**config.mk**
```make
export PLATFORM = sky130hd
export DESIGN_NAME = vr_stereo_ramper
export DESIGN_NICKNAME = d
export VERILOG_FILES = /design/src/rtl/vr_pkg.sv /design/src/rtl/vr_level_ctrl.sv /design/src/rtl/vr_gain_apply.sv /design/src/rtl/vr_stereo_ramper.sv
export SDC_FILE = /design/constraint.sdc
export NUM_CORES = 2
export LEC_CHECK = 0
export ABC_AREA = 1
export BUFFER_PORTS_ARGS = -buffer_cell sky130_fd_sc_hd__buf_2
export CORE_AREA = 2 2 296 298
export DETAILED_ROUTE_END_ITERATION = 16
export DIE_AREA = 0 0 298 300
export HOLD_SLACK_MARGIN = 0.06
export PLACE_DENSITY = 0.7
export SYNTH_ARGS = -nofsm -noshare
export SYNTH_HDL_FRONTEND = slang
export SYNTH_SLANG_ARGS = --single-unit
```
**constraint.sdc**
```tcl
create_clock -name clk -period 11.5 [get_ports clk]
set_input_delay 1.15 -clock clk [delete_from_list [all_inputs] [get_ports clk]]
set_output_delay 1.15 -clock clk [all_outputs]
set_load 0.05 [all_outputs]
```
**src/rtl/vr_pkg.sv**
```systemverilog
package vr_pkg;

    localparam int SAMPLE_W          = 24;
    localparam int ATT_W             = 8;
    localparam int CODE_SHIFT        = 2;   // one code LSB = 0.5 dB = 4 eighths
    localparam int STEPS_PER_HALVING = 48;  // 6 dB per halving, in eighths
    localparam int FRAC_W            = 16;
    localparam int MUTE_LVL          = (1 << (ATT_W + CODE_SHIFT));
    localparam int LVL_W             = $clog2(MUTE_LVL + 1);
    localparam int ZC_TIMEOUT        = 1024;

    // 2^(-1/48) in Q30
    localparam logic [63:0] STEP_RATIO_Q30 = 64'd1058347792;

    typedef logic [LVL_W-1:0] level_t;

    typedef enum logic [1:0] {
        XF_IMMEDIATE = 2'b00,
        XF_ZEROCROSS = 2'b01,
        XF_SOFT      = 2'b10,
        XF_SOFT_ZC   = 2'b11
    } xfade_e;

    // Q(FRAC_W) value of 2^(-k/48), built by repeated multiplication
    function automatic logic [FRAC_W:0] frac_gain(input int k);
        logic [63:0] acc;
        acc = 64'd1 << 30;
        for (int i = 0; i < k; i++) begin
            acc = (acc * STEP_RATIO_Q30) >> 30;
        end
        return (FRAC_W+1)'(acc >> (30 - FRAC_W));
    endfunction

endpackage

```
**src/rtl/vr_level_ctrl.sv**
```systemverilog
module vr_level_ctrl
    import vr_pkg::*;
#(
    parameter int SMP_W   = SAMPLE_W,
    parameter int TIMEOUT = ZC_TIMEOUT
) (
    input  logic             clk,
    input  logic             rst,
    input  logic             strobe,
    input  logic [SMP_W-1:0] sample,
    input  level_t           target,
    input  xfade_e           mode,
    output level_t           level
);

    localparam int TMR_W = $clog2(TIMEOUT);

    level_t           lvl_q, lvl_d, stepped;
    logic [TMR_W-1:0] tmr_q, tmr_d;
    logic             ramp_q, ramp_d;
    logic             prev_sign_q;
    logic             crossing, expired, pending;

    always_comb begin
        crossing = (sample[SMP_W-1] != prev_sign_q) || (sample == '0);
        expired  = (tmr_q == TMR_W'(TIMEOUT - 1));
        pending  = (lvl_q != target);
        stepped  = (target > lvl_q) ? lvl_q + level_t'(1) : lvl_q - level_t'(1);
        lvl_d    = lvl_q;
        tmr_d    = tmr_q;
        ramp_d   = ramp_q;
        if (!pending) begin
            tmr_d  = '0;
            ramp_d = 1'b0;
        end else begin
            unique case (mode)
                XF_IMMEDIATE: begin
                    lvl_d = target;
                    tmr_d = '0;
                end
                XF_ZEROCROSS: begin
                    if (crossing || expired) begin
                        lvl_d = target;
                        tmr_d = '0;
                    end else begin
                        tmr_d = tmr_q + 1'b1;
                    end
                end
                XF_SOFT: begin
                    lvl_d = stepped;
                    tmr_d = '0;
                end
                XF_SOFT_ZC: begin
                    if (ramp_q || crossing || expired) begin
                        lvl_d  = stepped;
                        ramp_d = (stepped != target);
                        tmr_d  = '0;
                    end else begin
                        tmr_d = tmr_q + 1'b1;
                    end
                end
                default: lvl_d = lvl_q;
            endcase
        end
    end

    always_ff @(posedge clk) begin
        if (rst) begin
            lvl_q       <= '0;
            tmr_q       <= '0;
            ramp_q      <= 1'b0;
            prev_sign_q <= 1'b0;
        end else if (strobe) begin
            lvl_q       <= lvl_d;
            tmr_q       <= tmr_d;
            ramp_q      <= ramp_d;
            prev_sign_q <= sample[SMP_W-1];
        end
    end

    assign level = lvl_q;

    assert_level_range_R10: assert property (@(posedge clk) disable iff (rst)
        lvl_q <= level_t'(MUTE_LVL));

    assert_hold_between_strobes_R2: assert property (@(posedge clk) disable iff (rst)
        (!$past(rst) && !$past(strobe)) |-> $stable(lvl_q));

    assert_immediate_jump_R3: assert property (@(posedge clk) disable iff (rst)
        (!$past(rst) && $past(strobe) && $past(mode) == XF_IMMEDIATE) |-> lvl_q == $past(target));

    assert_soft_single_step_R6: assert property (@(posedge clk) disable iff (rst)
        (!$past(rst) && $past(strobe) && $past(mode) == XF_SOFT) |->
            (lvl_q == $past(lvl_q) || lvl_q == $past(lvl_q) + level_t'(1)
             || lvl_q == $past(lvl_q) - level_t'(1)));

    assert_timeout_forces_R5: assert property (@(posedge clk) disable iff (rst)
        (!$past(rst) && $past(strobe) && $past(mode) == XF_ZEROCROSS && $past(expired))
            |-> lvl_q == $past(target));

endmodule

```
**src/rtl/vr_gain_apply.sv**
```systemverilog
module vr_gain_apply
    import vr_pkg::*;
#(
    parameter int SMP_W = SAMPLE_W
) (
    input  logic [SMP_W-1:0] sample,
    input  logic             invert,
    input  level_t           level,
    output logic [SMP_W-1:0] scaled
);

    localparam logic [SMP_W-1:0] MOST_NEG = {1'b1, {(SMP_W-1){1'b0}}};
    localparam logic [SMP_W-1:0] MOST_POS = ~MOST_NEG;
    localparam int OCT_W  = $clog2(MUTE_LVL / STEPS_PER_HALVING + 1);
    localparam int FR_W   = $clog2(STEPS_PER_HALVING);
    localparam int PROD_W = SMP_W + FRAC_W + 2;

    logic [FRAC_W:0] frac_tab [STEPS_PER_HALVING];

    for (genvar k = 0; k < STEPS_PER_HALVING; k++) begin : g_frac
        assign frac_tab[k] = frac_gain(k);
    end

    logic [SMP_W-1:0]          oriented;
    logic [OCT_W-1:0]          oct;
    logic [FR_W-1:0]           fr;
    logic signed [PROD_W-1:0]  smp_ext, gain_ext, prod, shifted;

    always_comb begin
        if (invert) begin
            oriented = (sample == MOST_NEG) ? MOST_POS : (~sample + 1'b1);
        end else begin
            oriented = sample;
        end
        oct      = OCT_W'(level / level_t'(STEPS_PER_HALVING));
        fr       = FR_W'(level % level_t'(STEPS_PER_HALVING));
        smp_ext  = PROD_W'($signed(oriented));
        gain_ext = PROD_W'({1'b0, frac_tab[fr]});
        prod     = smp_ext * gain_ext;
        shifted  = prod >>> (FRAC_W + int'(oct));
        scaled   = (level >= level_t'(MUTE_LVL)) ? '0 : shifted[SMP_W-1:0];
    end

endmodule

```
**src/rtl/vr_stereo_ramper.sv**
```systemverilog
module vr_stereo_ramper
    import vr_pkg::*;
#(
    parameter int SMP_W   = SAMPLE_W,
    parameter int TIMEOUT = ZC_TIMEOUT
) (
    input  logic             clk,
    input  logic             rst,
    input  logic             in_valid,
    input  logic [SMP_W-1:0] in_a,
    input  logic [SMP_W-1:0] in_b,
    input  logic [ATT_W-1:0] att_a,
    input  logic [ATT_W-1:0] att_b,
    input  logic             mute_a,
    input  logic             mute_b,
    input  logic [1:0]       xfade_mode,
    input  logic             single_vol,
    input  logic             invert_a,
    input  logic             invert_b,
    output logic             out_valid,
    output logic [SMP_W-1:0] out_a,
    output logic [SMP_W-1:0] out_b
);

    localparam int NCH = 2;

    logic [SMP_W-1:0] smp    [NCH];
    logic [ATT_W-1:0] code   [NCH];
    logic             mute   [NCH];
    logic             inv    [NCH];
    level_t           tgt    [NCH];
    level_t           lvl    [NCH];
    logic [SMP_W-1:0] gained [NCH];
    logic [SMP_W-1:0] res_q  [NCH];
    xfade_e           mode;
    logic             valid_q;

    assign mode    = xfade_e'(xfade_mode);
    assign smp[0]  = in_a;
    assign smp[1]  = in_b;
    assign code[0] = att_a;
    assign code[1] = single_vol ? att_a : att_b;
    assign mute[0] = mute_a;
    assign mute[1] = mute_b;
    assign inv[0]  = invert_a;
    assign inv[1]  = invert_b;

    for (genvar c = 0; c < NCH; c++) begin : g_chan
        assign tgt[c] = mute[c] ? level_t'(MUTE_LVL) : (level_t'(code[c]) << CODE_SHIFT);

        vr_level_ctrl #(.SMP_W(SMP_W), .TIMEOUT(TIMEOUT)) level_i (
            .clk    (clk),
            .rst    (rst),
            .strobe (in_valid),
            .sample (smp[c]),
            .target (tgt[c]),
            .mode   (mode),
            .level  (lvl[c])
        );

        vr_gain_apply #(.SMP_W(SMP_W)) gain_i (
            .sample (smp[c]),
            .invert (inv[c]),
            .level  (lvl[c]),
            .scaled (gained[c])
        );

        always_ff @(posedge clk) begin
            if (rst) begin
                res_q[c] <= '0;
            end else if (in_valid) begin
                res_q[c] <= gained[c];
            end
        end
    end

    always_ff @(posedge clk) begin
        if (rst) valid_q <= 1'b0;
        else     valid_q <= in_valid;
    end

    assign out_valid = valid_q;
    assign out_a     = res_q[0];
    assign out_b     = res_q[1];

    assert_valid_follows_strobe_R2: assert property (@(posedge clk) disable iff (rst)
        out_valid |-> $past(in_valid));

    assert_mute_silent_R10: assert property (@(posedge clk) disable iff (rst)
        ($past(in_valid) && !$past(rst) && $past(lvl[0]) == level_t'(MUTE_LVL)) |-> out_a == '0);

endmodule

```
==> results.toml <==
[outcome]
outcome = "complete, no violations"

[synthesis]
yosysSeqAreaShare = 0.0558
yosysMostFrequentCell = "inv_1"
synth_area_leader_cell = "fa_1"
synth_nets = 6846
synth_top_area_frac = 0.377
synthCells = 5697
netlist_area_um2 = 42700
synth_edf_count = 48
synth_area_leaders = "fa_1, inv_1, ha_1, nand2_1, nand3_1"
synth.avg_cell_area_um2 = 7.50
ys_warn_count = 0
synth_ff_type = "edfxtp_1"
synth_cell_types = 67
synth-async-reset-ratio = 0
ys_top_cells_by_count = "inv_1, fa_1, nand2_1"
ys_ff_latch = 95

[timing]
min_period_ns = 11.06
final.setup_skew_ns = 0.0123
fmax_ghz = 0.0904
slew_violations = 0
hold_viol = 0
slew_headroom = 0.303
setup_ws_ns = 0.438
fin_crit_sh = 0.962
setup_viol = 0
tightest_slew_ns = 1.04

[route]
routedWlPerCell_um = 19.7
drt-total-wl_um = 141000
dr.pass1.iters = 10
dr.first_iter.drc_count = 3411
avgViaCountPerCell = 5.59
route.detailed.drc = 0
vias = 40200
antenna_left = 0

[cts]
ctsHoldBuffers = 0
clk_latency_ns = 0.37
numCtsBuffers = 9
clockRootBuffer = "clkbuf_16"
clock_sinks = 95
h-tree-depth = 3
clkTransAtPathRegs_ns = 0.08
clk_path_buf_depth = 2
cts_tree = "built"

[die]
die_y_um = 300
initial_utilization = 0.496
die_area_um2 = 89400
num_rows = 108
pin_count = 123
core_area_um2 = 86200
die_w_um = 298

[placed_design]
numPortBuffers = 122
place.gp.congestion = 1.01
detailed_place_hpwl_um = 113000
pre_cts_slack_ns = -0.307

[setup_path]
worstSetupEndpointType = "register"
r2r_slack_ns = 0.44
cpMostUsedCell = "nand2_2"
required_ns = 11.72
timing.rr.end = "res_q[1][2]$_SDFFCE_PP0P_"
crit_type = "register to register"
rr_worst_depth = 71
crit_fanout = 11
critPathMaxStageDelay_ns = 0.57
timing.rr.start = "g_chan[1].level_i.level[1]$_SDFFE_PP0P_"
critical_path_arrival_ns = 11.28
slowest_stage = "fa_1"
crit_path_start_kind = "register"

[final_layout]
finalNetCount = 7175
seq_area_um2 = 2390
multi_input_area_um2 = 36000
fillers = 7966
layout-drive-gt1-share = 0.163
syn_to_final_growth_pct = 15.5

[grt]
grt_pass1_wl_um = 220000
overflow = 0
grt_max_degree = 37
antenna_found_initial = 3
grtUsageTotal = 0.312
grt_pass1_vias = 40700

[min_path]
hold_depth = 2
hp-start = "g_chan[1].level_i.ramp_q$_SDFFE_PP0P_"
hold_path_class = "register to register"
hold_end = "g_chan[1].level_i.ramp_q$_SDFFE_PP0P_"

[run]
maxCapViolCount = 0
stage by stage:
stage               instance area [um2]   util  hold slack (ns)  setup TNS, ns  cells
global placement                  46000  0.533            0.464          -1.70   7057
floorplan                         42700      -            0.454              0   5697
finish                            49400  0.572            0.496              0   7187
detailed placement                46000  0.533            0.485          -8.01   7057
global route                      49300  0.572            0.516          -3.97   7186
CTS                               46600  0.540            0.497              0   7082
layout by cell type, fill, tap and decap left out, drive strengths merged, types with 4 or more instances in the layout:
master / count
ha: 271
buf: 515
a21boi: 6
nor3b: 4
o221ai: 4
a211oi: 13
or2: 11
o21a: 6
fa: 804
nor2: 685
nand4: 140
nor3: 44
nand3b: 9
edfxtp: 48
and2: 4
nand3: 599
dfxtp: 47
nand2: 854
a21oi: 251
clkbuf: 15
o21ai: 197
o21bai: 6
clkinv: 31
a31oi: 11
o22ai: 14
nor4: 6
inv: 1259
xnor2: 48
a221oi: 4
o211ai: 13
xor2: 80
a21o: 8
critical path: cells and delay by family, from the launching register on:
kind / cells / cell delay, ns
DFF: 1 / 0.35
and+or+nand+nor: 41 / 4.00
adders and majority gates: 8 / 3.57
AOI/OAI and AO/OA: 8 / 1.48
xor gates and xnor gates: 1 / 0.21
buffers and inverters: 13 / 1.24
routing by layer:
metal  GRT usage  vias up  share of wire
li1            -    18300              -
met1       0.374    19600           0.37
met2       0.534     1807           0.48
met3      0.0548      503          0.081
met4       0.169        4          0.069
met5           0        -        0.00020
registers in the layout, indices dropped and copies added (netlist names):
| signal | count |
|---|---|
| res_q | 48 |
| out_valid | 1 |
| g_chan.level_i.ramp_q | 2 |
| g_chan.level_i.prev_sign_q | 2 |
| g_chan.level_i.level | 22 |
| g_chan.level_i.tmr_q | 20 |
how the worst max path moves through the flow:
stage                                      end                                    start  cells past startpoint
global placement    res_q[0][20]$_SDFFCE_PP0P_  g_chan[0].level_i.level[1]$_SDFFE_PP0P_                     76
finish               res_q[1][2]$_SDFFCE_PP0P_  g_chan[1].level_i.level[1]$_SDFFE_PP0P_                     71
floorplan            res_q[1][0]$_SDFFCE_PP0P_  g_chan[1].level_i.level[2]$_SDFFE_PP0P_                     73
global route        res_q[0][20]$_SDFFCE_PP0P_  g_chan[0].level_i.level[1]$_SDFFE_PP0P_                     76
CTS                 res_q[1][22]$_SDFFCE_PP0P_  g_chan[1].level_i.level[1]$_SDFFE_PP0P_                     70
detailed placement   res_q[1][2]$_SDFFCE_PP0P_  g_chan[1].level_i.level[1]$_SDFFE_PP0P_                     71
cell families after synthesis:
kind of cell,synth area share
AOI/OAI and AO/OA,0.0732
DFF,0.0558
adders and majority gates,0.456
xor gates and xnor gates,0.0272
and+or+nand+nor,0.247
buffers and inverters,0.141
repair_timing:
action	CTS	global route
setup buffers	7	91
pin swaps	5	167
setup endpoints to repair	48	48
gates cloned	2	13
resized for setup	39	452
cell type report:
type	instances	area share
Multi-Input combinational cell	4111	0.730
Inverter	1287	0.0985
Timing Repair Buffer	521	0.0873
Sequential cell	95	0.0484
Tap cell	1155	0.0293
Clock buffer	9	0.00456
Clock inverter	7	0.00233
Timing Repair inverter	1	0.000101
Antenna cell	1	0.0000507
Power is not shown: default switching activity piles up to over one toggle a cycle in this logic, so the estimate is an artifact.
